<file path="src/rtl/fre_pkg.sv">
package fre_pkg;
  parameter int EVT_W  = 4;
  parameter int FLD_W  = 8;
  parameter int NFLD   = 4;
  parameter int FSEL_W = $clog2(NFLD);
  parameter int NCNT   = 2;
  parameter int CNT_W  = 8;
  parameter int SUM_W  = 16;

  typedef enum logic [1:0] {COP_HOLD, COP_STEP, COP_CLR, COP_LOAD} cop_e;
  typedef enum logic [1:0] {ST_IDLE, ST_LOAD, ST_RUN, ST_WB} st_e;

  typedef struct packed {
    logic                        en;
    logic [EVT_W-1:0]            evt;
    logic [FSEL_W-1:0]           csel;
    logic [FLD_W-1:0]            mask;
    logic [FLD_W-1:0]            cmp;
    logic                        wen;
    logic [FSEL_W-1:0]           wsel;
    logic [FLD_W-1:0]            wval;
    logic [NCNT-1:0][1:0]        cop;
    logic                        cadd;
  } rule_t;

  typedef struct packed {
    logic [SUM_W-1:0]            sum;
    logic [NCNT-1:0][CNT_W-1:0]  cnt;
    logic [NFLD-1:0][FLD_W-1:0]  fld;
  } ctx_t;

  // ones'-complement sum with end-around carry
  function automatic logic [SUM_W-1:0] oc_add(input logic [SUM_W-1:0] a,
                                              input logic [SUM_W-1:0] b);
    logic [SUM_W:0] s;
    s = {1'b0, a} + {1'b0, b};
    return s[SUM_W-1:0] + {{(SUM_W-1){1'b0}}, s[SUM_W]};
  endfunction

  function automatic logic [CNT_W-1:0] cnt_step(input logic [CNT_W-1:0] cur,
                                                input logic down,
                                                input logic sat);
    if (down) begin
      if (cur == '0) return sat ? '0 : '1;
      return cur - 1'b1;
    end
    if (cur == '1) return sat ? '1 : '0;
    return cur + 1'b1;
  endfunction

  function automatic logic rule_cond(input logic [NFLD-1:0][FLD_W-1:0] fld,
                                     input rule_t r);
    return (fld[r.csel] & r.mask) == r.cmp;
  endfunction
endpackage

</file>
<file path="src/rtl/fre_ctx_store.sv">
module fre_ctx_store #(
  parameter int DEPTH = 16,
  parameter int W     = 64,
  localparam int AW   = $clog2(DEPTH)
) (
  input  logic          clk,
  input  logic          rst_n,
  input  logic          we,
  input  logic [AW-1:0] waddr,
  input  logic [W-1:0]  wdata,
  input  logic          re,
  input  logic [AW-1:0] raddr,
  output logic [W-1:0]  rdata
);
  logic [W-1:0] mem_q [DEPTH];

  always_ff @(posedge clk) begin
    if (!rst_n) begin
      for (int i = 0; i < DEPTH; i++) mem_q[i] <= '0;
      rdata <= '0;
    end else begin
      if (we) mem_q[waddr] <= wdata;
      if (re) rdata <= mem_q[raddr];
    end
  end
endmodule

</file>
<file path="src/rtl/fre_counter.sv">
module fre_counter
  import fre_pkg::*;
#(
  parameter bit DOWN = 1'b0,
  parameter bit SAT  = 1'b1
) (
  input  logic [CNT_W-1:0] cur,
  input  logic [1:0]       op,
  input  logic [CNT_W-1:0] ld,
  output logic [CNT_W-1:0] nxt
);
  always_comb begin
    case (cop_e'(op))
      COP_STEP: nxt = cnt_step(cur, DOWN, SAT);
      COP_CLR:  nxt = '0;
      COP_LOAD: nxt = ld;
      default:  nxt = cur;
    endcase
  end
endmodule

</file>
<file path="src/rtl/fre_rule_table.sv">
module fre_rule_table
  import fre_pkg::*;
#(
  parameter int NR  = 8,
  localparam int IW = $clog2(NR)
) (
  input  logic                       clk,
  input  logic                       rst_n,
  input  logic                       cfg_we,
  input  logic [IW-1:0]              cfg_idx,
  input  rule_t                      cfg_rule,
  input  logic [EVT_W-1:0]           evt,
  input  logic [NFLD-1:0][FLD_W-1:0] fld,
  output logic [NR-1:0]              hit_vec,
  output logic [NR-1:0]              grant_vec,
  output logic [IW-1:0]              win_idx,
  output rule_t                      win_rule,
  output logic                       any_hit
);
  rule_t tbl_q [NR];

  always_ff @(posedge clk) begin
    if (!rst_n) begin
      for (int i = 0; i < NR; i++) tbl_q[i] <= '0;
    end else if (cfg_we) begin
      tbl_q[cfg_idx] <= cfg_rule;
    end
  end

  for (genvar r = 0; r < NR; r++) begin : g_match
    assign hit_vec[r] = tbl_q[r].en && (tbl_q[r].evt == evt) && rule_cond(fld, tbl_q[r]);
  end

  // fixed priority: lowest index wins
  always_comb begin
    grant_vec = '0;
    win_idx   = '0;
    for (int i = NR - 1; i >= 0; i--) begin
      if (hit_vec[i]) begin
        grant_vec    = '0;
        grant_vec[i] = 1'b1;
        win_idx      = IW'(i);
      end
    end
  end

  assign win_rule = tbl_q[win_idx];
  assign any_hit  = |hit_vec;
endmodule

</file>
<file path="src/rtl/flow_rule_engine.sv">
module flow_rule_engine
  import fre_pkg::*;
#(
  parameter int             NUM_FLOWS = 16,
  parameter int             NUM_RULES = 8,
  parameter logic [NCNT-1:0] CNT_DOWN = 2'b10,
  parameter logic [NCNT-1:0] CNT_SAT  = 2'b01,
  localparam int FW     = $clog2(NUM_FLOWS),
  localparam int IW     = $clog2(NUM_RULES),
  localparam int RULE_W = $bits(rule_t),
  localparam int CTX_W  = $bits(ctx_t)
) (
  input  logic              clk,
  input  logic              rst_n,
  input  logic              cfg_we,
  input  logic [IW-1:0]     cfg_idx,
  input  logic [RULE_W-1:0] cfg_rule,
  input  logic              in_valid,
  input  logic              in_sop,
  input  logic              in_eop,
  input  logic [FW-1:0]     in_flow,
  input  logic [EVT_W-1:0]  in_evt,
  input  logic [SUM_W-1:0]  in_data,
  output logic              in_ready,
  output logic              ev_done,
  output logic [IW-1:0]     ev_rule,
  output logic              ev_miss,
  output logic              wb_valid,
  output logic [FW-1:0]     wb_flow,
  output logic [CTX_W-1:0]  wb_ctx
);
  st_e                st_q;
  logic [FW-1:0]      flow_q;
  logic               fwd_q;
  ctx_t               ctx_q;
  ctx_t               ctx_nxt;
  logic [CTX_W-1:0]   rd_data;

  // named internal events
  logic               beat_fire;
  logic               start_req;
  logic               st_load;
  logic [NUM_RULES-1:0] hit_vec;
  logic [NUM_RULES-1:0] grant_vec;
  logic [IW-1:0]      win_idx;
  rule_t              win_rule;
  logic               any_hit;
  logic [NCNT-1:0][CNT_W-1:0] cnt_nxt;
  logic [CTX_W-1:0]   ctx_bits;
  logic [1:0]         cnt0_op;
  logic [CNT_W-1:0]   cnt0_cur;

  assign in_ready  = (st_q == ST_RUN);
  assign beat_fire = in_valid && in_ready;
  assign start_req = in_valid && in_sop && ((st_q == ST_IDLE) || (st_q == ST_WB));
  assign st_load   = (st_q == ST_LOAD);
  assign ctx_bits  = ctx_q;
  assign cnt0_op   = win_rule.cop[0];
  assign cnt0_cur  = ctx_q.cnt[0];

  fre_ctx_store #(.DEPTH(NUM_FLOWS), .W(CTX_W)) u_store (
    .clk   (clk),
    .rst_n (rst_n),
    .we    (st_q == ST_WB),
    .waddr (flow_q),
    .wdata (ctx_bits),
    .re    (start_req),
    .raddr (in_flow),
    .rdata (rd_data)
  );

  fre_rule_table #(.NR(NUM_RULES)) u_rules (
    .clk       (clk),
    .rst_n     (rst_n),
    .cfg_we    (cfg_we),
    .cfg_idx   (cfg_idx),
    .cfg_rule  (rule_t'(cfg_rule)),
    .evt       (in_evt),
    .fld       (ctx_q.fld),
    .hit_vec   (hit_vec),
    .grant_vec (grant_vec),
    .win_idx   (win_idx),
    .win_rule  (win_rule),
    .any_hit   (any_hit)
  );

  for (genvar c = 0; c < NCNT; c++) begin : g_cnt
    fre_counter #(.DOWN(CNT_DOWN[c]), .SAT(CNT_SAT[c])) u_cnt (
      .cur (ctx_q.cnt[c]),
      .op  (win_rule.cop[c]),
      .ld  (in_data[CNT_W-1:0]),
      .nxt (cnt_nxt[c])
    );
  end

  always_comb begin
    ctx_nxt = ctx_q;
    if (win_rule.wen) ctx_nxt.fld[win_rule.wsel] = win_rule.wval;
    for (int c = 0; c < NCNT; c++) ctx_nxt.cnt[c] = cnt_nxt[c];
    if (win_rule.cadd) ctx_nxt.sum = oc_add(ctx_q.sum, in_data);
  end

  always_ff @(posedge clk) begin
    if (!rst_n) begin
      st_q    <= ST_IDLE;
      flow_q  <= '0;
      fwd_q   <= 1'b0;
      ctx_q   <= '0;
      ev_done <= 1'b0;
      ev_rule <= '0;
      ev_miss <= 1'b0;
    end else begin
      ev_done <= beat_fire;
      ev_rule <= win_idx;
      ev_miss <= beat_fire && !any_hit;
      if (start_req) begin
        flow_q <= in_flow;
        fwd_q  <= (st_q == ST_WB) && (in_flow == flow_q);
      end
      case (st_q)
        ST_IDLE: if (start_req) st_q <= ST_LOAD;
        ST_LOAD: begin
          if (!fwd_q) ctx_q <= ctx_t'(rd_data);
          st_q <= ST_RUN;
        end
        ST_RUN: begin
          if (beat_fire && any_hit) ctx_q <= ctx_nxt;
          if (beat_fire && in_eop) st_q <= ST_WB;
        end
        default: st_q <= start_req ? ST_LOAD : ST_IDLE;
      endcase
    end
  end

  assign wb_valid = (st_q == ST_WB);
  assign wb_flow  = flow_q;
  assign wb_ctx   = ctx_bits;
endmodule

</file>
<file path="config.mk">
export PLATFORM = sky130hd
export DESIGN_NAME = flow_rule_engine
export DESIGN_NICKNAME = d
export VERILOG_FILES = /design/src/rtl/fre_pkg.sv /design/src/rtl/fre_ctx_store.sv /design/src/rtl/fre_counter.sv /design/src/rtl/fre_rule_table.sv /design/src/rtl/flow_rule_engine.sv
export SDC_FILE = /design/constraint.sdc
export NUM_CORES = 2
export LEC_CHECK = 0
export BUFFER_PORTS_ARGS = -buffer_cell sky130_fd_sc_hd__buf_2
export CORE_ASPECT_RATIO = 1.5
export CORE_UTILIZATION = 60
export DETAILED_ROUTE_END_ITERATION = 6
export PLACE_DENSITY = 0.76
export SLEW_MARGIN = 20
export SYNTH_ARGS = -nofsm -noshare
export SYNTH_HDL_FRONTEND = slang
export SYNTH_HIERARCHICAL = 1
export SYNTH_SLANG_ARGS = --single-unit
</file>
<file path="constraint.sdc">
create_clock -name clk -period 20 [get_ports clk]
set_clock_uncertainty 0.15 [all_clocks]
set_input_delay 1 -clock clk [delete_from_list [all_inputs] [get_ports clk]]
set_output_delay 1 -clock clk [all_outputs]
set_load 0.02 [all_outputs]
</file>
==> impl_metrics.tcl <==
set metrics [dict create \
    clkTransAtPathRegs_ps 60 \
    dp_hpwl_mm 118 \
    p_sw_frac 0.294 \
    dieArea_mm2 0.118 \
    area_growth_pct 9.92 \
    irDropWorstVdd_uv 85.8 \
    hold_buffers 0 \
    p_int_mw 5.52 \
    drt-initial-drc-count 4648 \
    cp_max_fo 49 \
    cts_tree "done" \
    maxSlewHeadroom 0.230 \
    design.core.area_mm2 0.116 \
    critPathLaunchType "register" \
    vias 45700 \
    drt-total-wl_mm 206 \
    drive_above_1_share 0.110 \
    drv_cap 0 \
    cts.sink_count 1476 \
    pwr-share-comb 0.180 \
    timing.fmax_mhz 157 \
    cts_resized 0 \
    hold_viol_final 0 \
    crit_type "register to register" \
    avgSynthCellArea_um2 12.7 \
    cts_setup_buffers 0 \
    die_y_um 420 \
    wl_per_cell_um 28.7 \
    pin_count 147 \
    p_switching_mw 2.30 \
    clockRootBuffer "clkbuf_16" \
    avgViaCountPerCell 6.36 \
    seqPwrFrac 0.479 \
    synth_nets 5604 \
    h-tree-depth 4 \
    gp_congestion 0.956 \
    rows 153 \
    drv_slew 0 \
    die_w_um 281 \
    crit_required_ps 20540 \
    drtPass1Iterations 6 \
    clockBufferDepth 3 \
    floorplan.initialDensity 0.604 \
    grt_overflow 0 \
    ys.warnings.count 6 \
    drc_errors 0 \
    grt_max_degree 129 \
    power_density_mw_per_mm2 102 \
    syn_area_mm2 0.0700 \
    netlist_instances 5506 \
    ant_nets 0 \
    period_needed_ps 6380 \
    leakagePower_nw 30.3 \
    outcome "finished clean" \
    numCtsBuffers 138 \
    tightest_slew_ps 1150 \
    setup_viol 0 \
    endpoint_kind "register" \
    clock_latency_ps 780 \
    final_nets 5613 \
    worstPathArrival_ps 6920 \
    port_buffers 146 \
    first_global_vias 45300 \
    power_frac_clock 0.341 \
    grt_usage 0.350 \
    setup_tns_ps 0 \
    finalPower_mw 7.82 \
    fin_crit_sh 0.319 \
    antenna_found_initial 8 \
    rsz0062_at_grt "false" \
    hp-class "register to register" \
    grt_pass1_wl_mm 298 \
]
[cells in the final DEF (no fill, tap or decap), types with 11 or more instances in the layout]
| cell | n |
|---|---|
| buf_4 | 130 |
| nand3_1 | 218 |
| o21ai_0 | 18 |
| o211a_1 | 52 |
| and2_1 | 1341 |
| and3_1 | 11 |
| buf_2 | 144 |
| dfxtp_1 | 140 |
| nor2_1 | 42 |
| clkbuf_16 | 143 |
| a22oi_1 | 130 |
| a22o_1 | 16 |
| xnor2_1 | 20 |
| o21ai_4 | 18 |
| nand2b_1 | 51 |
| nor3_1 | 14 |
| ha_1 | 24 |
| nor2b_1 | 12 |
| clkbuf_1 | 35 |
| mux2i_1 | 634 |
| nor2_4 | 13 |
| bufinv_16 | 13 |
| o22ai_1 | 81 |
| mux4_2 | 32 |
| nor4_1 | 15 |
| inv_1 | 32 |
| mux2_2 | 20 |
| clkinv_2 | 25 |
| xor2_1 | 100 |
| nand2_1 | 361 |
| clkinv_1 | 15 |
| nand4_1 | 19 |
| a21oi_1 | 162 |
| edfxtp_1 | 1336 |
[path summary, 6_finish.rpt]
check,start,to,slack [ps],cells after the start
setup / recovery,u_rules/tbl_q[6][32],wb_ctx[63],13620,17
hold / removal,u_store/rdata[52],u_store/rdata[52],300,2
setup reg to reg,u_rules/tbl_q[6][32],wb_ctx[63],13620,17
hold reg to reg,u_store/rdata[52],u_store/rdata[52],300,2
[critical path, stage by stage, from the launching register on]
cell	delay (ps)
edfxtp_1	680
mux4_2	620
and3_1	200
o2111ai_1	340
nor2b_1	90
nand4_1	170
nand2_1	160
o21bai_4	580
buf_4	730
mux2i_1	210
a22o_1	280
nor2_1	360
nand3_1	180
a21oi_1	870
nand2_1	260
nor3b_1	250
a31oi_1	60
o21ai_1	100
[area by class of cell]
type                       instances  area [um^2]
antenna                            2         5.00
clock buffer                     188         3850
clock inverter                    64          686
fill                            8377        38900
inverter                          33          124
multi-input combinational       3587        25600
sequential                      1476        42900
tap                             1550         1940
timing repair buffer             279         1790
[state kept, by name, summed over array words and instances (netlist names)]
signal and flops:
u_store/rdata 64, u_store/mem_q 1024, st_q 2, cnt0_cur 8, ev_rule 3, wb_ctx 56, ev_done 1, u_rules/tbl_q 312
fwd_q 1, wb_flow 4, ev_miss 1
[stage by stage]
| stage | setup WS (ps) | util | area [um^2] | cells | hold slack [ps] |
|---|---|---|---|---|---|
| global placement | 13780 | 0.624 | 72300 | 6924 | 286 |
| floorplan | 13230 | - | 70000 | 5506 | 267 |
| detailed placement | 13680 | 0.625 | 72400 | 6925 | 292 |
| global route | 13240 | 0.664 | 76900 | 7177 | 326 |
| finish | 13620 | 0.664 | 76900 | 7179 | 304 |
| CTS | 13710 | 0.664 | 76900 | 7177 | 307 |
[power by group through the flow]
stage | clock [mW] | sequential (mW) | combinational (mW)
2_1_floorplan | 0 | 3.83 | 0.779
3_3_place_gp | 0 | 3.80 | 1.36
3_5_place_dp | 0 | 3.81 | 1.39
4_1_cts | 2.68 | 3.74 | 1.39
5_1_grt | 2.79 | 3.77 | 1.49
6_report | 2.67 | 3.75 | 1.41
[metal layers]
layer | track usage | wire [um]
met1 | 0.404 | 72700
met2 | 0.600 | 103000
met3 | 0.0624 | 16300
met4 | 0.221 | 14300
met5 | 0 | 41
No activity file was read; power rests on OpenSTA's default activity.
